$ cat src/rtl/oneshot_pkg.sv
package oneshot_pkg;

    // Edge selection code: bit 1 = rise-only select, bit 0 = fall-only select
    typedef enum logic [1:0] {
        EDGE_BOTH = 2'b00,
        EDGE_FALL = 2'b01,
        EDGE_RISE = 2'b10,
        EDGE_NONE = 2'b11
    } edge_mode_e;

endpackage

$ cat src/rtl/os_sync_pipe.sv
module os_sync_pipe #(
    parameter int W      = 4,
    parameter int STAGES = 2
) (
    input  logic         clk,
    input  logic         rst_n,
    input  logic [W-1:0] din,
    output logic [W-1:0] dout,
    output logic         valid
);

    typedef struct packed {
        logic [STAGES-1:0][W-1:0] chain;
        logic [STAGES-1:0]        fill;
    } pipe_t;

    pipe_t cur_q, nxt_d;

    always_comb begin
        nxt_d          = cur_q;
        nxt_d.chain[0] = din;
        nxt_d.fill[0]  = 1'b1;
        for (int i = 1; i < STAGES; i++) begin
            nxt_d.chain[i] = cur_q.chain[i-1];
            nxt_d.fill[i]  = cur_q.fill[i-1];
        end
    end

    always_ff @(posedge clk) begin
        if (!rst_n) cur_q <= '0;
        else        cur_q <= nxt_d;
    end

    assign dout  = cur_q.chain[STAGES-1];
    assign valid = cur_q.fill[STAGES-1];

    AST_VALID_STAYS: assert property (@(posedge clk) disable iff (!rst_n)
        valid |=> valid);

endmodule

$ cat src/rtl/os_edge_qual.sv
module os_edge_qual
    import oneshot_pkg::*;
(
    input  logic       clk,
    input  logic       rst_n,
    input  logic       lvl_valid,
    input  logic       trig_lvl,
    input  logic       fast_lvl,
    input  logic [1:0] sel,
    input  logic       lock_en,
    input  logic       busy,
    output logic       trig_go,
    output logic       fast_go,
    output logic       fire
);

    typedef struct packed {
        logic prev_trig;
        logic prev_fast;
        logic armed;
    } qual_t;

    qual_t cur_q, nxt_d;
    logic  rise_w, fall_w, hit_w;

    always_comb begin
        nxt_d           = cur_q;
        nxt_d.prev_trig = trig_lvl;
        nxt_d.prev_fast = fast_lvl;
        nxt_d.armed     = cur_q.armed | lvl_valid;

        rise_w = trig_lvl & ~cur_q.prev_trig;
        fall_w = ~trig_lvl & cur_q.prev_trig;

        unique case (edge_mode_e'(sel))
            EDGE_BOTH: hit_w = rise_w | fall_w;
            EDGE_RISE: hit_w = rise_w;
            EDGE_FALL: hit_w = fall_w;
            EDGE_NONE: hit_w = 1'b0;
            default:   hit_w = 1'b0;
        endcase

        trig_go = cur_q.armed & hit_w & ~(lock_en & busy);
        fast_go = cur_q.armed & fast_lvl & ~cur_q.prev_fast;
        fire    = trig_go | fast_go;
    end

    always_ff @(posedge clk) begin
        if (!rst_n) cur_q <= '0;
        else        cur_q <= nxt_d;
    end

    AST_MODE_OFF_QUIET: assert property (@(posedge clk) disable iff (!rst_n)
        (sel == EDGE_NONE) |-> !trig_go);
    AST_RISE_ONLY: assert property (@(posedge clk) disable iff (!rst_n)
        ((sel == EDGE_RISE) && trig_go) |-> trig_lvl);
    AST_FALL_ONLY: assert property (@(posedge clk) disable iff (!rst_n)
        ((sel == EDGE_FALL) && trig_go) |-> !trig_lvl);
    AST_LOCK_HOLDS: assert property (@(posedge clk) disable iff (!rst_n)
        (lock_en && busy) |-> !trig_go);
    AST_FAST_RISE: assert property (@(posedge clk) disable iff (!rst_n)
        fast_go |-> (fast_lvl && !$past(fast_lvl)));

endmodule

$ cat src/rtl/os_width_timer.sv
module os_width_timer #(
    parameter int FULL_SWING = 190,
    parameter int RATE_W     = 8
) (
    input  logic              clk,
    input  logic              rst_n,
    input  logic              start,
    input  logic [RATE_W-1:0] rate,
    output logic              active,
    output logic              rate_err
);

    localparam int ACC_W = $clog2(FULL_SWING + 1);
    localparam int CMP_W = (ACC_W > RATE_W) ? ACC_W : RATE_W;

    typedef struct packed {
        logic [ACC_W-1:0] acc;
        logic             act;
        logic             err;
    } tmr_t;

    tmr_t              cur_q, nxt_d;
    logic [RATE_W-1:0] rate_eff;
    logic              rate_zero;

    always_comb begin
        rate_zero = (rate == '0);
        rate_eff  = rate_zero ? RATE_W'(1) : rate;

        nxt_d     = cur_q;
        nxt_d.err = cur_q.err | rate_zero;

        if (start) begin
            nxt_d.acc = ACC_W'(FULL_SWING);
            nxt_d.act = 1'b1;
        end else if (cur_q.act) begin
            if (CMP_W'(cur_q.acc) <= CMP_W'(rate_eff)) begin
                nxt_d.acc = '0;
                nxt_d.act = 1'b0;
            end else begin
                nxt_d.acc = ACC_W'(CMP_W'(cur_q.acc) - CMP_W'(rate_eff));
            end
        end
    end

    always_ff @(posedge clk) begin
        if (!rst_n) cur_q <= '0;
        else        cur_q <= nxt_d;
    end

    assign active   = cur_q.act;
    assign rate_err = cur_q.err;

    AST_START_LOADS: assert property (@(posedge clk) disable iff (!rst_n)
        start |=> (cur_q.act && (cur_q.acc == ACC_W'(FULL_SWING))));
    AST_IDLE_EMPTY: assert property (@(posedge clk) disable iff (!rst_n)
        !cur_q.act |-> (cur_q.acc == '0));
    AST_DRAIN_DOWN: assert property (@(posedge clk) disable iff (!rst_n)
        (cur_q.act && !start) |=> (cur_q.acc < $past(cur_q.acc)));
    AST_ERR_STICKY: assert property (@(posedge clk) disable iff (!rst_n)
        cur_q.err |=> cur_q.err);
    AST_ZERO_RATE_FLAG: assert property (@(posedge clk) disable iff (!rst_n)
        (rate == '0) |=> cur_q.err);

endmodule

$ cat src/rtl/retrig_oneshot.sv
module retrig_oneshot #(
    parameter int FULL_SWING  = 190,
    parameter int RATE_W      = 8,
    parameter int SYNC_STAGES = 2
) (
    input  logic              clk,
    input  logic              rst_n,
    input  logic              trig_in,
    input  logic              fast_in,
    input  logic [1:0]        edge_sel,
    input  logic              lock_mode,
    input  logic [RATE_W-1:0] rate,
    output logic              pulse_q,
    output logic              pulse_qn,
    output logic              rate_fault
);

    localparam int PIPE_W = 4;

    logic [PIPE_W-1:0] raw_w, sync_w;
    logic              sync_valid;
    logic              trig_go_w, fast_go_w, start_w, active_w;

    assign raw_w = {edge_sel, fast_in, trig_in};

    os_sync_pipe #(
        .W      (PIPE_W),
        .STAGES (SYNC_STAGES)
    ) u_sync (
        .clk   (clk),
        .rst_n (rst_n),
        .din   (raw_w),
        .dout  (sync_w),
        .valid (sync_valid)
    );

    os_edge_qual u_qual (
        .clk       (clk),
        .rst_n     (rst_n),
        .lvl_valid (sync_valid),
        .trig_lvl  (sync_w[0]),
        .fast_lvl  (sync_w[1]),
        .sel       (sync_w[3:2]),
        .lock_en   (lock_mode),
        .busy      (active_w),
        .trig_go   (trig_go_w),
        .fast_go   (fast_go_w),
        .fire      (start_w)
    );

    os_width_timer #(
        .FULL_SWING (FULL_SWING),
        .RATE_W     (RATE_W)
    ) u_timer (
        .clk      (clk),
        .rst_n    (rst_n),
        .start    (start_w),
        .rate     (rate),
        .active   (active_w),
        .rate_err (rate_fault)
    );

    assign pulse_q  = active_w;
    assign pulse_qn = ~active_w;

    AST_FIRE_RAISES: assert property (@(posedge clk) disable iff (!rst_n)
        start_w |=> pulse_q);
    AST_FAST_BYPASS: assert property (@(posedge clk) disable iff (!rst_n)
        fast_go_w |=> pulse_q);
    AST_LOCK_NO_TRIG: assert property (@(posedge clk) disable iff (!rst_n)
        (lock_mode && pulse_q) |-> !trig_go_w);

endmodule

$ cat config.mk
export PLATFORM = sky130hd
export DESIGN_NAME = retrig_oneshot
export DESIGN_NICKNAME = d
export VERILOG_FILES = /design/src/rtl/oneshot_pkg.sv /design/src/rtl/os_sync_pipe.sv /design/src/rtl/os_edge_qual.sv /design/src/rtl/os_width_timer.sv /design/src/rtl/retrig_oneshot.sv
export SDC_FILE = /design/constraint.sdc
export NUM_CORES = 1
export LEC_CHECK = 0
export BUFFER_PORTS_ARGS = -buffer_cell sky130_fd_sc_hd__buf_4
export CORE_MARGIN = 2
export CORE_UTILIZATION = 63
export CTS_BUF_LIST = sky130_fd_sc_hd__clkbuf_2 sky130_fd_sc_hd__clkbuf_4 sky130_fd_sc_hd__clkbuf_8
export CTS_CLUSTER_DIAMETER = 200
export DETAILED_ROUTE_END_ITERATION = 8
export HOLD_SLACK_MARGIN = 0.06
export PLACE_DENSITY = 0.87
export SYNTH_ARGS = -nofsm -noshare
export SYNTH_HDL_FRONTEND = slang
export SYNTH_SLANG_ARGS = --single-unit
export TNS_END_PERCENT = 1
$ cat constraint.sdc
create_clock -name clk -period 5.5 [get_ports clk]
set_clock_uncertainty 0.1 [all_clocks]
set_input_delay 0.55 -clock clk [delete_from_list [all_inputs] [get_ports clk]]
set_output_delay 0.55 -clock clk [all_outputs]
set_load 0.1 [all_outputs]
==> impl_metrics.py, run 1 <==
metrics = {
    "power": {
        "p_clk_frac": 0.246,
        "switchingPower_mw": 0.09023,
        "total_power_mw": 0.3222,
        "combPwrFrac": 0.202,
        "pwr-share-seq": 0.553,
        "p_sw_frac": 0.2801,
        "powerDensity_nw_per_um2": 224.9,
        "power_leakage_nw": 0.6483,
        "internal_power_mw": 0.2320,
        "vdd_ir_drop_max_uv": 261.7,
    },
    "worst_setup_path": {
        "slowest_delay_ns": 0.52,
        "crit_type": "in2reg",
        "r2r_slack_ns": 3.30,
        "reg2reg_depth": 9,
        "crit_required_ns": 5.63,
        "worstReg2RegStart": "u_timer.cur_q[2]$_SDFFE_PP0P_",
        "startpoint_type": "input port",
        "arrival_ns": 3.02,
        "worst_setup_path_end_kind": "flip-flop",
        "path_common_cell": "nor2_1",
        "crit_family": "simple AND/OR/NAND/NOR gates",
        "crit_buf_inv": 2,
        "critPathMaxFanout": 9,
        "slowest_stage": "or4_1",
        "crit_chain": "buf_4, or4_1, nor2_1, or2_2, ha_1, inv_1, fa_1, nand3_1, a21oi_2, o221ai_2, nor2_1, o31a_1",
        "r2r-end": "u_timer.cur_q[4]$_SDFFE_PN0P_",
    },
    "drt": {
        "num_vias": 1055,
        "drt_iter0_markers": 24,
        "routed_wirelength_um": 2408,
        "routed_via_density": 5.553,
        "first_pass_iters": 4,
        "detail-route-antenna-nets": 0,
        "wl_per_cell_um": 12.67,
        "drc": 0,
    },
    "sta": {
        "slew_viol_final": 0,
        "worst_slack_ns": 2.604,
        "hold_slack_ns": 0.3320,
        "fin_crit_sh": 0.5265,
        "rsz0062_at_grt": "false",
        "worst_pin_slew_ns": 0.4455,
        "fmax_mhz": 345.4,
        "final.setup.tns_ns": 0,
        "relSlewSlack": 0.7030,
        "layout_min_cycle_time_ns": 2.896,
        "setup_viol": 0,
        "hold_viol_final": 0,
    },
    "synth": {
        "synth_edf_count": 0,
        "syn_area_um2": 1255,
        "ys_types": 39,
        "syn_inst": 145,
        "ys_top_cells_by_count": "dfxtp_1 (23), inv_1 (18), and2_1 (12)",
        "async_flop_share": 0,
        "ys_warn_count": 0,
        "synth_most_common_cell": "dfxtp_1",
        "synth_top_area_share": 0.3669,
        "synth_area_leaders": "dfxtp_1 (37%), ha_1 (10%), and2_1 (6.0%)",
        "ys_seq_elements": 23,
        "yosysTopAreaCell": "dfxtp_1",
        "yosys_most_used_dff": "dfxtp_1",
        "yosysSeqAreaShare": 0.3669,
        "synthesis.nets": 171,
        "syn_avg_cell_area_um2": 8.655,
    },
    "clocking": {
        "post_cts_buffers": 0,
        "cts_tree": "yes",
        "cts_buffers": 3,
        "cts_root_buf": "clkbuf_4",
        "hold_buffers": 0,
        "cts_resized": 0,
        "clkSlewWorstSetupHoldPaths_ns": 0.13,
        "clock_sinks": 23,
        "htree_levels": 1,
        "clockBufferDepth": 2,
        "clk_latency_ns": 0.32,
    },
    "global_route": {
        "grt_start_max_net_pins": 19,
        "grtUsageTotal": 0.2393,
        "grt_pass1_wl_um": 4491,
        "grt_antenna_before_repair": 0,
        "grt_pass1_vias": 1049,
        "grt_overflow": 0,
    },
    "finish": {
        "register_area_um2": 460.4,
        "post_route_cells_drive_above_1_share": 0.1656,
        "stdcell_count": 190,
        "fin_nets": 190,
        "multiInputGateArea_um2": 713.2,
        "design_area_um2": 1433,
        "final_core_util": 0.7454,
        "fillCellCount": 157,
        "area_growth_pct": 14.16,
        "diodes": 0,
    },
    "job": {
        "drv_cap": 0,
    },
    "place": {
        "globalplace.congestion": 0.8698,
        "dpl_cell_area_um2": 1403,
        "dp_slack_ns": 2.269,
        "hpwl_um": 1877,
        "io_buffers": 17,
        "dpl.cell_count": 186,
    },
    "floorplanning": {
        "rows": 16,
        "fp.dieW_um": 48.63,
        "die_area_um2": 2365,
        "core_area_um2": 1922,
        "start_util": 0.6530,
        "die_h_um": 48.63,
        "pin_count": 18,
    },
    "min_path": {
        "worstHoldStart": "edge_sel[0]",
        "holdPathStages": 2,
        "hp-class": "in2reg",
        "min_to": "u_sync.cur_q[4]$_SDFF_PN0_",
    },
    "outcome": {
        "status": "completed",
    },
}
==> how the worst max path moves through the flow <==
| stage | from | endpoint | slack, ns | depth (start not counted) |
|---|---|---|---|---|
| final | rate[4] | u_timer.cur_q[4]$_SDFFE_PN0P_ | 2.60 | 12 |
| after global routing | rate[4] | u_timer.cur_q[6]$_SDFFE_PN0P_ | 2.42 | 12 |
| after CTS | rate[4] | u_timer.cur_q[4]$_SDFFE_PN0P_ | 2.61 | 12 |
| after detailed placement | rate[4] | u_timer.cur_q[4]$_SDFFE_PN0P_ | 2.27 | 12 |
| after global placement | rate[4] | u_timer.cur_q[4]$_SDFFE_PN0P_ | 2.33 | 12 |
| after floorplan | rate[4] | u_timer.cur_q[4]$_SDFFE_PN0P_ | 2.59 | 11 |
==> layout make-up <==
cell class                      instances  share of cell area
Sequential cell                        23              0.3214
Clock inverter                          1            0.005240
Tap cell                               27             0.02358
Inverter                               18             0.04716
Clock buffer                            3             0.01572
Timing Repair Buffer                   17             0.08908
Multi-Input combinational cell        101              0.4978
==> state kept, by name (all words and copies together), names as in the netlist <==
signal	cells
u_qual.cur_q	3
u_sync.valid	1
u_timer.active	1
u_sync.dout	4
u_timer.rate_err	1
u_sync.cur_q	5
u_timer.cur_q	8
==> layer usage <==
| metal | up-vias | routed length, µm | global-route usage | part of all wire |
|---|---|---|---|---|
| met4 | 0 | 19 | 0.06667 | 0.0079 |
| met1 | 484 | 1074 | 0.3156 | 0.45 |
| met2 | 31 | 1148 | 0.3836 | 0.48 |
| met5 | - | 0 | 0 | 0 |
| met3 | 3 | 167 | 0.06790 | 0.069 |
| li1 | 537 | - | - | - |
==> cell families (layout without fill, tap and decap cells) <==
group / after synthesis / count (layout) / share of synthesized area
buf+inv: 21 / 39 / 0.06480
mux: 1 / 1 / 0.008972
fa+ha+maj: 11 / 11 / 0.1157
flops: 23 / 23 / 0.3669
xor+xnor: 2 / 2 / 0.01396
compound gates: 33 / 33 / 0.1894
simple gates: 54 / 54 / 0.2403
==> cell usage in the layout, fill, tap and decap left out, types with 3 or more instances in the layout <==
cell type  synthesis  routed
dfxtp_1           23      23
inv_1             18      18
buf_4              0      17
and2_1            12      12
nor2_1            11      11
ha_1              10      10
a21oi_1            7       7
nand2_1            7       7
nor2b_1            6       6
o21ai_0            5       5
o31a_1             4       4
nand2b_1           3       3
nor3_1             3       3
a31oi_1            3       3
clkbuf_4           0       3
==> power groups by stage <==
stage | registers, mW | clock network, mW | logic [mW]
floorplan | 0.182 | 0 | 0.0452
global placement | 0.182 | 0 | 0.0630
detailed placement | 0.182 | 0 | 0.0647
CTS | 0.178 | 0.0808 | 0.0651
global route | 0.179 | 0.0872 | 0.0737
finish | 0.178 | 0.0792 | 0.0650
==> worst reg2reg max path: cells and delay by family, from the launching register on <==
kind / cells / cell delay, ns
DFF: 1 / 0.32
AOI/OAI and AO/OA: 3 / 0.75
buffers and inverters: 2 / 0.13
adders and majority gates: 2 / 0.57
and+or+nand+nor: 2 / 0.23
(Power assumes the default switching activity.)
==> inputs of run 2 (changes only) <==
- ABC_AREA: unset -> 1
- CORE_UTILIZATION: 63 -> 58
- PLACE_DENSITY: 0.87 -> 0.8
- clock period: 5.5 -> 2.7 ns (I/O delays scaled with it)
==> impl_metrics.py, run 2 <==
metrics = {
    "finish": {
        "fin_nets": 244,
        "design_area_um2": 1523,
        "layout_commonest_cell": "nand2_1",
        "largest_reg_flops": 8,
        "diodes": 0,
        "post_route_cells_drive_above_1_share": 0.1336,
        "layout_common_cells": "nand2_1 (61), inv_1 (44), dfxtp_1 (23), buf_4 (17), nor2_1 (14)",
        "fillCellCount": 187,
        "area_growth_pct": 17.81,
        "top_register": "u_timer.cur_q",
    },
    "worst_setup_path": {
        "startpoint_type": "input port",
        "critPathMaxFanout": 4,
        "crit_type": "in2reg",
        "arrival_ns": 2.19,
        "worst_setup_path_end_kind": "flip-flop",
        "crit_required_ns": 2.80,
    },
    "synth": {
        "synthesis.nets": 219,
        "synth_most_common_cell": "nand2_1",
        "synth_edf_count": 0,
        "yosysTopAreaCell": "dfxtp_1",
        "syn_area_um2": 1292,
        "synth_area_leaders": "dfxtp_1 (36%), nand2_1 (18%), inv_1 (13%)",
        "ys_warn_count": 0,
        "yosysSeqAreaShare": 0.3562,
        "synth_top_area_share": 0.3562,
        "ys_top_cells_by_count": "nand2_1 (61), inv_1 (44), dfxtp_1 (23)",
        "ys_types": 22,
        "async_flop_share": 0,
        "yosys_most_used_dff": "dfxtp_1",
        "ys_seq_elements": 23,
        "syn_inst": 193,
        "syn_avg_cell_area_um2": 6.697,
    },
    "place": {
        "io_buffers": 17,
        "dpl_cell_area_um2": 1453,
        "globalplace.congestion": 0.8720,
        "hpwl_um": 2095,
    },
    "power": {
        "p_sw_frac": 0.2749,
        "combPwrFrac": 0.212,
        "internal_power_mw": 0.4811,
        "powerDensity_nw_per_um2": 435.7,
        "switchingPower_mw": 0.1824,
        "power_leakage_nw": 0.8768,
        "vdd_ir_drop_max_uv": 529.2,
        "pwr-share-seq": 0.548,
        "p_clk_frac": 0.240,
    },
    "sta": {
        "relSlewSlack": 0.8074,
        "final.setup.tns_ns": 0,
        "fmax_mhz": 476.5,
        "hold_viol_final": 0,
        "slew_viol_final": 0,
        "worst_pin_slew_ns": 0.2889,
        "setup_viol": 0,
        "rsz0062_at_grt": "false",
        "fin_crit_sh": 0.7773,
        "layout_min_cycle_time_ns": 2.099,
    },
    "clocking": {
        "cts_tree": "yes",
        "clock_sinks": 23,
        "clk_latency_ns": 0.30,
        "clkSlewWorstSetupHoldPaths_ns": 0.11,
        "clockBufferDepth": 2,
        "post_cts_buffers": 0,
        "cts_buffers": 3,
        "cts_root_buf": "clkbuf_4",
        "htree_levels": 1,
    },
    "floorplanning": {
        "rows": 17,
        "die_area_um2": 2622,
        "die_h_um": 51.21,
        "core_area_um2": 2148,
        "start_util": 0.6016,
        "pin_count": 18,
        "fp.dieW_um": 51.21,
    },
    "global_route": {
        "grt_overflow": 0,
        "grt_pass1_vias": 1070,
        "grtUsageTotal": 0.2213,
        "grt_start_max_net_pins": 17,
        "grt_antenna_before_repair": 0,
        "grt_pass1_wl_um": 4319,
    },
    "job": {
        "drv_cap": 0,
    },
    "drt": {
        "detail-route-antenna-nets": 0,
        "routed_wirelength_um": 2553,
        "routed_via_density": 4.804,
        "num_vias": 1177,
        "first_pass_iters": 4,
        "drc": 0,
        "wl_per_cell_um": 10.42,
        "drt_iter0_markers": 22,
    },
    "outcome": {
        "status": "completed",
    },
    "min_path": {
        "hp-class": "in2reg",
    },
}
-- run 2: power by group through the flow --
| stage | logic, mW | registers, mW | clock network [mW] |
|---|---|---|---|
| 4_1_cts | 0.140 | 0.364 | 0.163 |
| 3_5_place_dp | 0.135 | 0.372 | 0 |
| 5_1_grt | 0.159 | 0.365 | 0.177 |
| 3_3_place_gp | 0.130 | 0.371 | 0 |
| 2_1_floorplan | 0.0936 | 0.372 | 0 |
| 6_report | 0.141 | 0.364 | 0.159 |
-- run 2: path summary, 6_finish.rpt --
kind                                                    start                             to  slack (ns)  depth (start not counted)
worst max-delay path                                  rate[7]  u_timer.cur_q[5]$_SDFFE_PN0P_        0.60                         17
worst max register to register  u_timer.cur_q[2]$_SDFFE_PP0P_  u_timer.cur_q[7]$_SDFFE_PN0P_        0.77                         10
worst min register to register     u_sync.cur_q[5]$_SDFF_PN0_      u_sync.dout[3]$_SDFF_PN0_        0.32                          2
worst min-delay path                                    rst_n        u_sync.cur_q[0]$_DFF_P_        0.09                          1
-- run 2: kinds of logic after synthesis --
| logic type | after synthesis | share of synthesized area |
|---|---|---|
| buffers and inverters | 46 | 0.1336 |
| DFF | 23 | 0.3562 |
| xor gates and xnor gates | 3 | 0.02033 |
| AOI/OAI and AO/OA | 11 | 0.04937 |
| adders and majority gates | 11 | 0.1123 |
| and+or+nand+nor | 99 | 0.3282 |
-- run 2: timing repair --
action	4_1_cts	5_1_grt
hold endpoints to repair	4	0
hold buffers	4	0
gates resized for setup	0	0
-- run 2: area by class of cell --
type / count / area (µm²) / share of cell area
Tap cell: 28 / 35.03 / 0.02301
Clock buffer: 4 / 30.03 / 0.01972
Multi-Input combinational cell: 124 / 659.4 / 0.4330
Timing Repair Buffer: 21 / 167.7 / 0.1101
Inverter: 45 / 170.2 / 0.1118
Sequential cell: 23 / 460.4 / 0.3024
-- run 2: metrics by stage --
step	std cells	setup WS [ns]	power, mW	hold WS (ns)	utilization
floorplan	193	0.3862	0.4658	0.1977	-
global placement	237	0.4208	0.5012	0.2977	0.6762
detailed placement	237	0.3129	0.5066	0.2959	0.6762
CTS	245	0.6223	0.6661	0.08680	0.7088
global route	245	0.4277	0.7008	0.07771	0.7088
finish	245	0.6014	0.6635	0.09141	0.7088
-- run 2: critical path, stage by stage --
cell and delay (ns):
buf_4 0.11, inv_1 0.07, nand4_1 0.12, nor3_1 0.17, nand3_1 0.12, nand2_1 0.08
ha_1 0.13, inv_1 0.07, fa_1 0.41, nand2_1 0.08, nand2_1 0.10, nand3_2 0.11
nand2_2 0.07, nand2_2 0.10, nor2_1 0.06, nor2_1 0.08, nor2_1 0.04
-- run 2: routing by layer --
metal / global-route usage / vias to the layer above / share of wire / routed length, µm
met4: 0.08108 / 0 / 0.024 / 60
met2: 0.3766 / 25 / 0.47 / 1199
met1: 0.2680 / 519 / 0.46 / 1185
met5: 0 / - / 0 / 0
li1: - / 625 / - / -
met3: 0.05556 / 8 / 0.042 / 107
